File: src/rtl/updown_pwm_pkg.sv
package updown_pwm_pkg;

  typedef enum logic [1:0] {
    MODE_SAW    = 2'd0,
    MODE_IDLE_A = 2'd1,
    MODE_TRI    = 2'd2,
    MODE_IDLE_B = 2'd3
  } cnt_mode_e;

  typedef enum logic [1:0] {
    LOAD_AT_ZERO     = 2'd0,
    LOAD_AT_TOP      = 2'd1,
    LOAD_AT_EITHER   = 2'd2,
    LOAD_AT_ZERO_ALT = 2'd3
  } load_sel_e;

  // Counter advances only in the two counting modes.
  function automatic logic mode_counts(input cnt_mode_e m);
    return (m == MODE_SAW) || (m == MODE_TRI);
  endfunction

  // Decide whether the buffered compare is copied on this cycle's events.
  function automatic logic load_due(input load_sel_e s, input logic at_zero, input logic at_top);
    logic hit;
    case (s)
      LOAD_AT_ZERO:     hit = at_zero;
      LOAD_AT_TOP:      hit = at_top;
      LOAD_AT_EITHER:   hit = at_zero | at_top;
      default:          hit = at_zero;
    endcase
    return hit;
  endfunction

endpackage

File: src/rtl/updown_pwm_timebase.sv
module updown_pwm_timebase #(
  parameter int CNT_W = 16
) (
  input  logic             clk,
  input  logic             rst_n,
  input  logic             run,
  input  logic             tri_mode,
  input  logic [CNT_W-1:0] prd,
  output logic [CNT_W-1:0] cnt,
  output logic             dir_up
);

  localparam int EXT_W = CNT_W + 1;
  localparam logic [CNT_W-1:0] ONE = CNT_W'(1);

  logic [CNT_W-1:0] cnt_q, cnt_d;
  logic             dir_q, dir_d;

  // Next upward step arrives at (or beyond) the top of count.
  function automatic logic reach_top(input logic [CNT_W-1:0] c, input logic [CNT_W-1:0] p);
    logic [EXT_W-1:0] nxt;
    nxt = {1'b0, c} + EXT_W'(1);
    return nxt >= {1'b0, p};
  endfunction

  // Next downward step arrives at zero.
  function automatic logic reach_bottom(input logic [CNT_W-1:0] c);
    return c <= ONE;
  endfunction

  always_comb begin
    cnt_d = cnt_q;
    dir_d = dir_q;
    if (run) begin
      if (tri_mode) begin
        if (prd == '0) begin
          cnt_d = '0;
          dir_d = 1'b1;
        end else if (dir_q) begin
          cnt_d = cnt_q + ONE;
          if (reach_top(cnt_q, prd)) dir_d = 1'b0;
        end else if (cnt_q == '0) begin
          cnt_d = ONE;
          dir_d = 1'b1;
        end else begin
          cnt_d = cnt_q - ONE;
          if (reach_bottom(cnt_q)) dir_d = 1'b1;
        end
      end else begin
        dir_d = 1'b1;
        cnt_d = (cnt_q >= prd) ? '0 : cnt_q + ONE;
      end
    end
  end

  always_ff @(posedge clk or negedge rst_n) begin
    if (!rst_n) begin
      cnt_q <= '0;
      dir_q <= 1'b1;
    end else begin
      cnt_q <= cnt_d;
      dir_q <= dir_d;
    end
  end

  assign cnt    = cnt_q;
  assign dir_up = dir_q;

endmodule

File: src/rtl/updown_pwm_cmpbuf.sv
module updown_pwm_cmpbuf #(
  parameter int CNT_W = 16
) (
  input  logic             clk,
  input  logic             rst_n,
  input  logic             we,
  input  logic [CNT_W-1:0] wdata,
  input  logic             imm,
  input  logic             load,
  output logic [CNT_W-1:0] cmp_live
);

  logic [CNT_W-1:0] hold_q, hold_d, live_q;

  // A write in the same cycle as a load is what gets copied.
  assign hold_d = we ? wdata : hold_q;

  always_ff @(posedge clk or negedge rst_n) begin
    if (!rst_n) begin
      hold_q <= '0;
      live_q <= '0;
    end else begin
      hold_q <= hold_d;
      if (we && imm)        live_q <= wdata;
      else if (load && !imm) live_q <= hold_d;
    end
  end

  assign cmp_live = live_q;

endmodule

File: src/rtl/updown_pwm_aq.sv
module updown_pwm_aq #(
  parameter int CNT_W = 16
) (
  input  logic             clk,
  input  logic             rst_n,
  input  logic             run,
  input  logic [CNT_W-1:0] cnt,
  input  logic             dir_up,
  input  logic [CNT_W-1:0] cmp,
  output logic             up_hit,
  output logic             dn_hit,
  output logic             pwm
);

  logic at_cmp, at_zero, pwm_q;

  assign at_cmp  = (cnt == cmp);
  assign at_zero = (cnt == '0);
  assign up_hit  = run && at_cmp && dir_up;
  assign dn_hit  = run && at_cmp && !dir_up;

  // Rising-slope match wins over the zero set, so a compare of 0 stays low.
  always_ff @(posedge clk or negedge rst_n) begin
    if (!rst_n)              pwm_q <= 1'b0;
    else if (up_hit)         pwm_q <= 1'b0;
    else if (dn_hit)         pwm_q <= 1'b1;
    else if (run && at_zero) pwm_q <= 1'b1;
  end

  assign pwm = pwm_q;

endmodule

File: src/rtl/updown_pwm.sv
module updown_pwm
  import updown_pwm_pkg::*;
#(
  parameter int CNT_W = 16
) (
  input  logic             clk,
  input  logic             rst_n,
  input  logic             en_i,
  input  logic [CNT_W-1:0] prd_i,
  input  logic [1:0]       mode_i,
  input  logic [CNT_W-1:0] cmp_wdata_i,
  input  logic             cmp_we_i,
  input  logic             cmp_imm_i,
  input  logic [1:0]       load_sel_i,
  output logic             pwm_o,
  output logic [CNT_W-1:0] cnt_o,
  output logic             dir_up_o,
  output logic             zero_o,
  output logic             prd_o
);

  cnt_mode_e        mode_e;
  load_sel_e        lsel_e;
  logic             running, tri_mode;
  logic [CNT_W-1:0] cnt;
  logic             dir_up;
  logic             zero_evt, top_evt, load_evt;
  logic [CNT_W-1:0] cmp_act;
  logic             up_match, dn_match;

  assign mode_e   = cnt_mode_e'(mode_i);
  assign lsel_e   = load_sel_e'(load_sel_i);
  assign running  = en_i && mode_counts(mode_e);
  assign tri_mode = (mode_e == MODE_TRI);

  updown_pwm_timebase #(.CNT_W(CNT_W)) tb_i (
    .clk     (clk),
    .rst_n   (rst_n),
    .run     (running),
    .tri_mode(tri_mode),
    .prd     (prd_i),
    .cnt     (cnt),
    .dir_up  (dir_up)
  );

  assign zero_evt = running && (cnt == '0);
  assign top_evt  = running && (cnt == prd_i);
  assign load_evt = running && load_due(lsel_e, zero_evt, top_evt);

  updown_pwm_cmpbuf #(.CNT_W(CNT_W)) cb_i (
    .clk     (clk),
    .rst_n   (rst_n),
    .we      (cmp_we_i),
    .wdata   (cmp_wdata_i),
    .imm     (cmp_imm_i),
    .load    (load_evt),
    .cmp_live(cmp_act)
  );

  updown_pwm_aq #(.CNT_W(CNT_W)) aq_i (
    .clk   (clk),
    .rst_n (rst_n),
    .run   (running),
    .cnt   (cnt),
    .dir_up(dir_up),
    .cmp   (cmp_act),
    .up_hit(up_match),
    .dn_hit(dn_match),
    .pwm   (pwm_o)
  );

  assign cnt_o    = cnt;
  assign dir_up_o = dir_up;
  assign zero_o   = zero_evt;
  assign prd_o    = top_evt;

endmodule

File: config.mk
export PLATFORM = sky130hd
export DESIGN_NAME = updown_pwm
export DESIGN_NICKNAME = d
export VERILOG_FILES = /design/src/rtl/updown_pwm_pkg.sv /design/src/rtl/updown_pwm_timebase.sv /design/src/rtl/updown_pwm_cmpbuf.sv /design/src/rtl/updown_pwm_aq.sv /design/src/rtl/updown_pwm.sv
export SDC_FILE = /design/constraint.sdc
export NUM_CORES = 1
export LEC_CHECK = 0
export BUFFER_PORTS_ARGS = -buffer_cell sky130_fd_sc_hd__buf_4
export CAP_MARGIN = 20
export CORE_ASPECT_RATIO = 1.25
export CORE_MARGIN = 5
export CORE_UTILIZATION = 50
export CTS_CLUSTER_DIAMETER = 120
export CTS_CLUSTER_SIZE = 10
export DETAILED_ROUTE_END_ITERATION = 10
export PLACE_DENSITY = 0.75
export SLEW_MARGIN = 20
export SYNTH_ARGS = -nofsm -noshare
export SYNTH_HDL_FRONTEND = slang
export SYNTH_SLANG_ARGS = --single-unit
File: constraint.sdc
create_clock -name clk -period 2.8 [get_ports clk]
set_input_delay 0.14 -clock clk [delete_from_list [all_inputs] [get_ports clk]]
set_output_delay 0.14 -clock clk [all_outputs]
set_load 0.005 [all_outputs]
* After elaboration in Yosys (flattened, before gate mapping)
Index checks and enable logic that the tools add are counted.
** Cells by class
- Bitwise gates (word level) :: 1
- Equality and inequality tests :: 5
- $add $sub $neg :: 3
- Mux-type cells :: 18
- Reductions and logical operators :: 17
- Magnitude comparators :: 3
** Operators by type and width (number)
- 16-bit 2-to-1 mux :: 8
- 16-bit equality test :: 2
- 16-bit zero test :: 2
- 16-bit by 1-bit adder with 17-bit output (second input constant) :: 1
- 17-bit by 16-bit greater-or-equal comparator with 1-bit output :: 1
- 16-bit by 1-bit adder with 16-bit output (second input constant) :: 1
- 16-bit greater-or-equal comparator :: 1
- 16-bit by 1-bit <= comparator with 1-bit output (second input constant) :: 1
- 16-bit by 1-bit subtractor with 16-bit output (second input constant) :: 1
- 1-bit logical AND :: 9
- 1-bit 2-to-1 mux :: 9
- 2-bit equality test (second input constant) :: 2
- 3-bit nonzero test :: 1
- 2-bit by 1-bit equality test with 1-bit output (second input constant) :: 1
- 1-bit zero test :: 2
- 2-bit zero test :: 1
- 1-bit one-hot mux with 2 select lines :: 1
- 2-bit nonzero test :: 1
- 1-bit logical OR :: 1
- 1-bit OR :: 1
** Storage, ports and cells
- Output and inout port bits :: 20
- Word-level logic and storage cells :: 52
- Input port bits :: 41
- Flip-flop bits (word level) :: 50

* Depth between registers and ports, before layout
- Depth after elaboration :: 10
- Mapped depth :: 14
- Depth with buffers taken out :: 14

* Hierarchy
A second synthesis with hierarchy kept.
** Second synthesis, totals
- Cell total of the unflattened synthesis :: 526
- Area total of the unflattened synthesis :: 4390.5 µm²
** Modules (own cells, without submodules)
- updown_pwm_timebase :: seq. area each 426.7 µm², cells an instance 310, times used 1, area an instance 2412.3 µm²
- updown_pwm_cmpbuf :: seq. area each 800.8 µm², cells an instance 143, times used 1, area an instance 1398.8 µm²
- updown_pwm :: seq. area each 0.0 µm², cells an instance 40, times used 1, area an instance 300.3 µm²
- updown_pwm_aq :: seq. area each 25.0 µm², cells an instance 33, times used 1, area an instance 279.0 µm²

* Worst setup path before layout
Ideal clock, no wire load.
- Kind :: reg2reg
- From :: reg tb_i.cnt_q[0] (netlist: tb_i.cnt[0])
- To :: reg tb_i.dir_q (netlist: tb_i.dir_up)
- Data required time :: 2721 ps
- Setup time :: 79 ps
- Stages on the path, launching flop included :: 13
- Data arrival time :: 2738 ps
- Slack :: -17 ps
- Buffers on the path :: 0
- Period minus slack after synthesis :: 2817 ps
- Path through :: dfrtp_1 > ha_1 > and3_1 > nand2_1 > nor2_1 > and4_1 > xor2_1 > ha_1 > nand2_1 > or2_2 > or4_1 > nand3_1 > nand2_1
** On the way
- Longest elaborated chain between the ends :: 6
- Elaborated cells between the ends (all ways) :: 10
- Those cells by class :: add/sub: 1; order compare: 2; mux: 6; reduce/logical: 1
** RTL lines
- start: declaration :: RTL line updown_pwm_timebase.sv:16 : logic [CNT_W-1:0] cnt_q, cnt_d;
- start signal: assignment :: RTL line updown_pwm_timebase.sv:61 : cnt_q <= cnt_d;
- 16-bit by 1-bit adder with 17-bit output or 16-bit by 1-bit <= comparator with 1-bit output (tied branches) :: RTL line updown_pwm_timebase.sv:22, updown_pwm_timebase.sv:28
- 17-bit by 16-bit greater-or-equal comparator with 1-bit output or 1-bit 2-to-1 mux (tied branches) :: RTL line updown_pwm_timebase.sv:23, updown_pwm_timebase.sv:47
- 1-bit 2-to-1 mux, on equally long branches :: RTL line updown_pwm_timebase.sv:41, updown_pwm_timebase.sv:42
- 1-bit 2-to-1 mux (*) :: RTL line updown_pwm_timebase.sv:39 : end else if (dir_q) begin
- 1-bit 2-to-1 mux (*) :: RTL line updown_pwm_timebase.sv:36 : if (prd == '0) begin
- 1-bit 2-to-1 mux (*) :: RTL line updown_pwm_timebase.sv:35 : if (tri_mode) begin
- end signal: assignment :: RTL line updown_pwm_timebase.sv:62 : dir_q <= dir_d;
- end: declaration :: RTL line updown_pwm_timebase.sv:17 : logic dir_q, dir_d;
Mark *: on every way between the ends. The rest lies on a longest branch, timed or not.
A chain may end at the register's enable or synchronous reset.

* Worst setup path after layout
Same ends and word-level chain as after synthesis.

==> summary.txt <==
Placement
  • Final HPWL DP: 8.439 mm
  • DP Area: approximately 4600 um^2
  • Gpl congestion: ~0.89
  • Port Buf Inserts: 60

Global route
  • Antenna violations before repair: 0
  • Vias in the first global route: 3592
  • First-pass GRT wire length: 16.89 mm
  • Gr usage total: 0.2238
  • Largest net degree at the start of global routing: 51
  • Grt ovf: 0

Logic synthesis
  • Seq/Total Area, Yosys: 0.3237
  • Compound-Gate Fraction of Synth Area: 0.1368
  • Synth area leaders: dfrtp_1 (32%), ha_1 (12%), mux2_2 (6.4%), xor2_1 (4.3%), mux2_4 (3.9%)
  • Distinct cells, synth: 59
  • Synth Cell Area: around 3900 um^2
  • Synth top area share: 0.3169
  • Cells after Synth: 406
  • Synth Area in Adders: 0.1229
  • Largest family of logic cells by synthesized area: simple AND/OR/NAND/NOR gates
  • Most common flop cell mapped by yosys: dfrtp_1
  • Most frequent cell after synthesis: dfrtp_1
  • Post-synth ARST share: 1.000
  • Yosys reg bits: 50
  • Post-synthesis simple-gate area fraction: 0.1918
  • Number of synthesis warnings: 0
  • Most instantiated cells after synthesis: dfrtp_1 (49), ha_1 (38), nand2_1 (28)
  • Syn Nets: 485
  • EDFF count, synth: 0
  • Post-synth top area cell: dfrtp_1
  • Post-Syn Area per Cell: roughly 9.5 um^2
  • Mux contribution to synthesized area: 0.1028
  • Synth Area in XOR/XNOR: 0.07018

Timing
  • Max Fclk: 365.2 MHz
  • Hold slack: 76.85 ps
  • Final Hold Fails: 0
  • Period utilisation layout: 0.9779
  • Worst slew pin tran: 776.4 ps
  • Final Max Slew Viols: 0
  • Setup TNS Final: 0 ps
  • RSZ-0062 raised after global routing: true
  • # setup viols final: 0
  • Clock skew: about 6.5 ps
  • Minimum clock period: between 2000 and 3000 ps
  • Slew Limit Headroom: 0.4756

Floorplan
  • Number of cell rows: 35
  • Core Area: ~7400 um^2
  • Starting Density: 0.5197
  • I/O Pins: roughly 60
  • Die W: 88.68 um
  • Die Footprint: around 9600 um^2
  • DIE HEIGHT: 108.3 um

CTS
  • Root buffer cell: clkbuf_8
  • Clk sink count: 50
  • Clk_lat worst skew: around 310 ps
  • Clock Pin Slew Worst Setup and Hold Paths: 100 ps
  • CTS tree: done
  • CTS Buf Count: 5
  • Clk buf depth: 2
  • # H-tree levels: 2

Final layout
  • Final instance area: 4738 um^2
  • Core Util, Final: 0.6365
  • Ant diodes: 0
  • Post-layout nets: 567
  • Area Overhead vs Synth: 22.48%
  • Fillers: 630
  • Share of layout cells above drive strength 1: 0.3252

Worst setup path
  • Maximum fanout along the worst path: 4
  • Critical path type: reg -> reg
  • Critical path arrival: 2970 ps
  • Crit end category: register
  • Crit path required time: 3040 ps
  • Crit start category: register

Outcome
  • Status: completed

Pwr
  • Power Internal: 1.734 mW
  • Flop pwr share: 0.335
  • Switch share: 0.4002
  • Peak VDD IR: 347.4 uV
  • Leakage power total: 2.375 nW
  • Switch Pwr: 1.157 mW
  • Pwr Density: about 600 nW/um^2
  • Combinational Power Share: 0.515
  • Clk pwr share: 0.151

Drt
  • Routed len/inst: 17.66 um
  • Routed wire length: 10.26 mm
  • Drt first pass iters: 5
  • Vias: about 3400
  • Via density: 5.881
  • DRC Markers: 0
  • ANT nets after route: 0
  • DR iter-0 viols: 333

Worst hold path
  • Hold Path Class: in -> reg

Job
  • Max cap viols: 0
-- power groups by stage --
| stage | Sequential, mW | Clock (mW) | Combinational [mW] |
|---|---|---|---|
| 2_1_floorplan | 0.974 | 0 | 0.920 |
| 3_3_place_gp | 0.969 | 0 | 1.43 |
| 3_5_place_dp | 0.980 | 0 | 1.47 |
| 4_1_cts | 0.965 | 0.447 | 1.48 |
| 5_1_grt | 0.987 | 0.475 | 1.64 |
| 6_report | 0.967 | 0.436 | 1.49 |
-- sequential cells by signal (all words and copies together) (netlist names) --
name / count
cb_i.cmp_live: 16
tb_i.dir_up: 1
tb_i.cnt: 16
cb_i.hold_q: 16
aq_i.pwm: 1
-- routing by layer --
metal  track usage  wire length, um  vias to the layer above  share of wire
met5             0                0                        -              0
met4       0.09611              386                        0          0.038
met3       0.02210              596                       28          0.058
met2        0.3875             5165                      135           0.50
met1        0.2783             4114                     1620           0.40
li1              -                -                     1634              -
-- layout make-up --
cell class | count | area (um^2) | share of cell area
Tap cell | 92 | 115.1 | 0.02429
Sequential cell | 50 | 1257 | 0.2654
Timing Repair Buffer | 96 | 723.2 | 0.1526
Inverter | 24 | 90.09 | 0.01901
Multi-Input combinational cell | 311 | 2461 | 0.5194
Clock buffer | 5 | 68.82 | 0.01452
Clock inverter | 3 | 22.52 | 0.004753
-- layout by cell type (no fill, tap or decap), types with 10 or more instances in the layout --
master,count
mux2_4,10
inv_1,24
nand2_1,27
nor2_1,18
mux2_2,22
ha_1,38
nand3_1,16
buf_4,95
a21oi_1,19
xnor2_1,12
xor2_1,19
o21ai_0,21
dfrtp_1,45
-- kinds of logic after synthesis --
| kind of cell | count (synthesis) |
|---|---|
| and+or+nand+nor | 129 |
| AOI/OAI and AO/OA | 81 |
| DFF | 50 |
| buffers and inverters | 45 |
| adders and majority gates | 38 |
| muxes | 32 |
| xor gates and xnor gates | 31 |
-- worst paths after layout --
path	startpoint	end	slack, ps	cells after the start
max in group asynchronous	rst_n	tb_i.cnt[8]	1970	2
hold reg to reg	cb_i.hold_q[5]	cb_i.hold_q[5]	510	1
setup / recovery	tb_i.cnt[0]	tb_i.dir_up	60	12
min in group asynchronous	rst_n	cb_i.hold_q[10]	390	2
hold / removal	cmp_wdata_i[9]	cb_i.hold_q[9]	80	2
setup reg to reg	tb_i.cnt[0]	tb_i.dir_up	60	12
-- worst max-delay path, stage by stage (launching register included) --
cell     delay, ps
dfrtp_2        420
ha_1           210
and3_4         200
nand2_4         80
nor2_4          40
and2_1         180
xor2_1         150
ha_1           300
nand4_1         90
or2_2          290
or4_1          530
nand3_1        100
nand2_1         60
-- stage by stage --
step / cells / total power, mW / worst slack [ps]
floorplan: 406 / 1.894 / 35.24
global route: 581 / 3.097 / -48.40
global placement: 571 / 2.399 / 52.32
CTS: 581 / 2.890 / 0.2007
detailed placement: 571 / 2.449 / -62.16
finish: 581 / 2.891 / 61.87
-- repair_timing --
item	in CTS	in global routing
endpoints found under the hold margin	49	0
buffers inserted	1	0
hold buffers	1	0
resized for setup	3	12
pin swaps	2	2
endpoints found under the setup margin	1	16
Note: power is estimated with default switching activity, not from simulation.
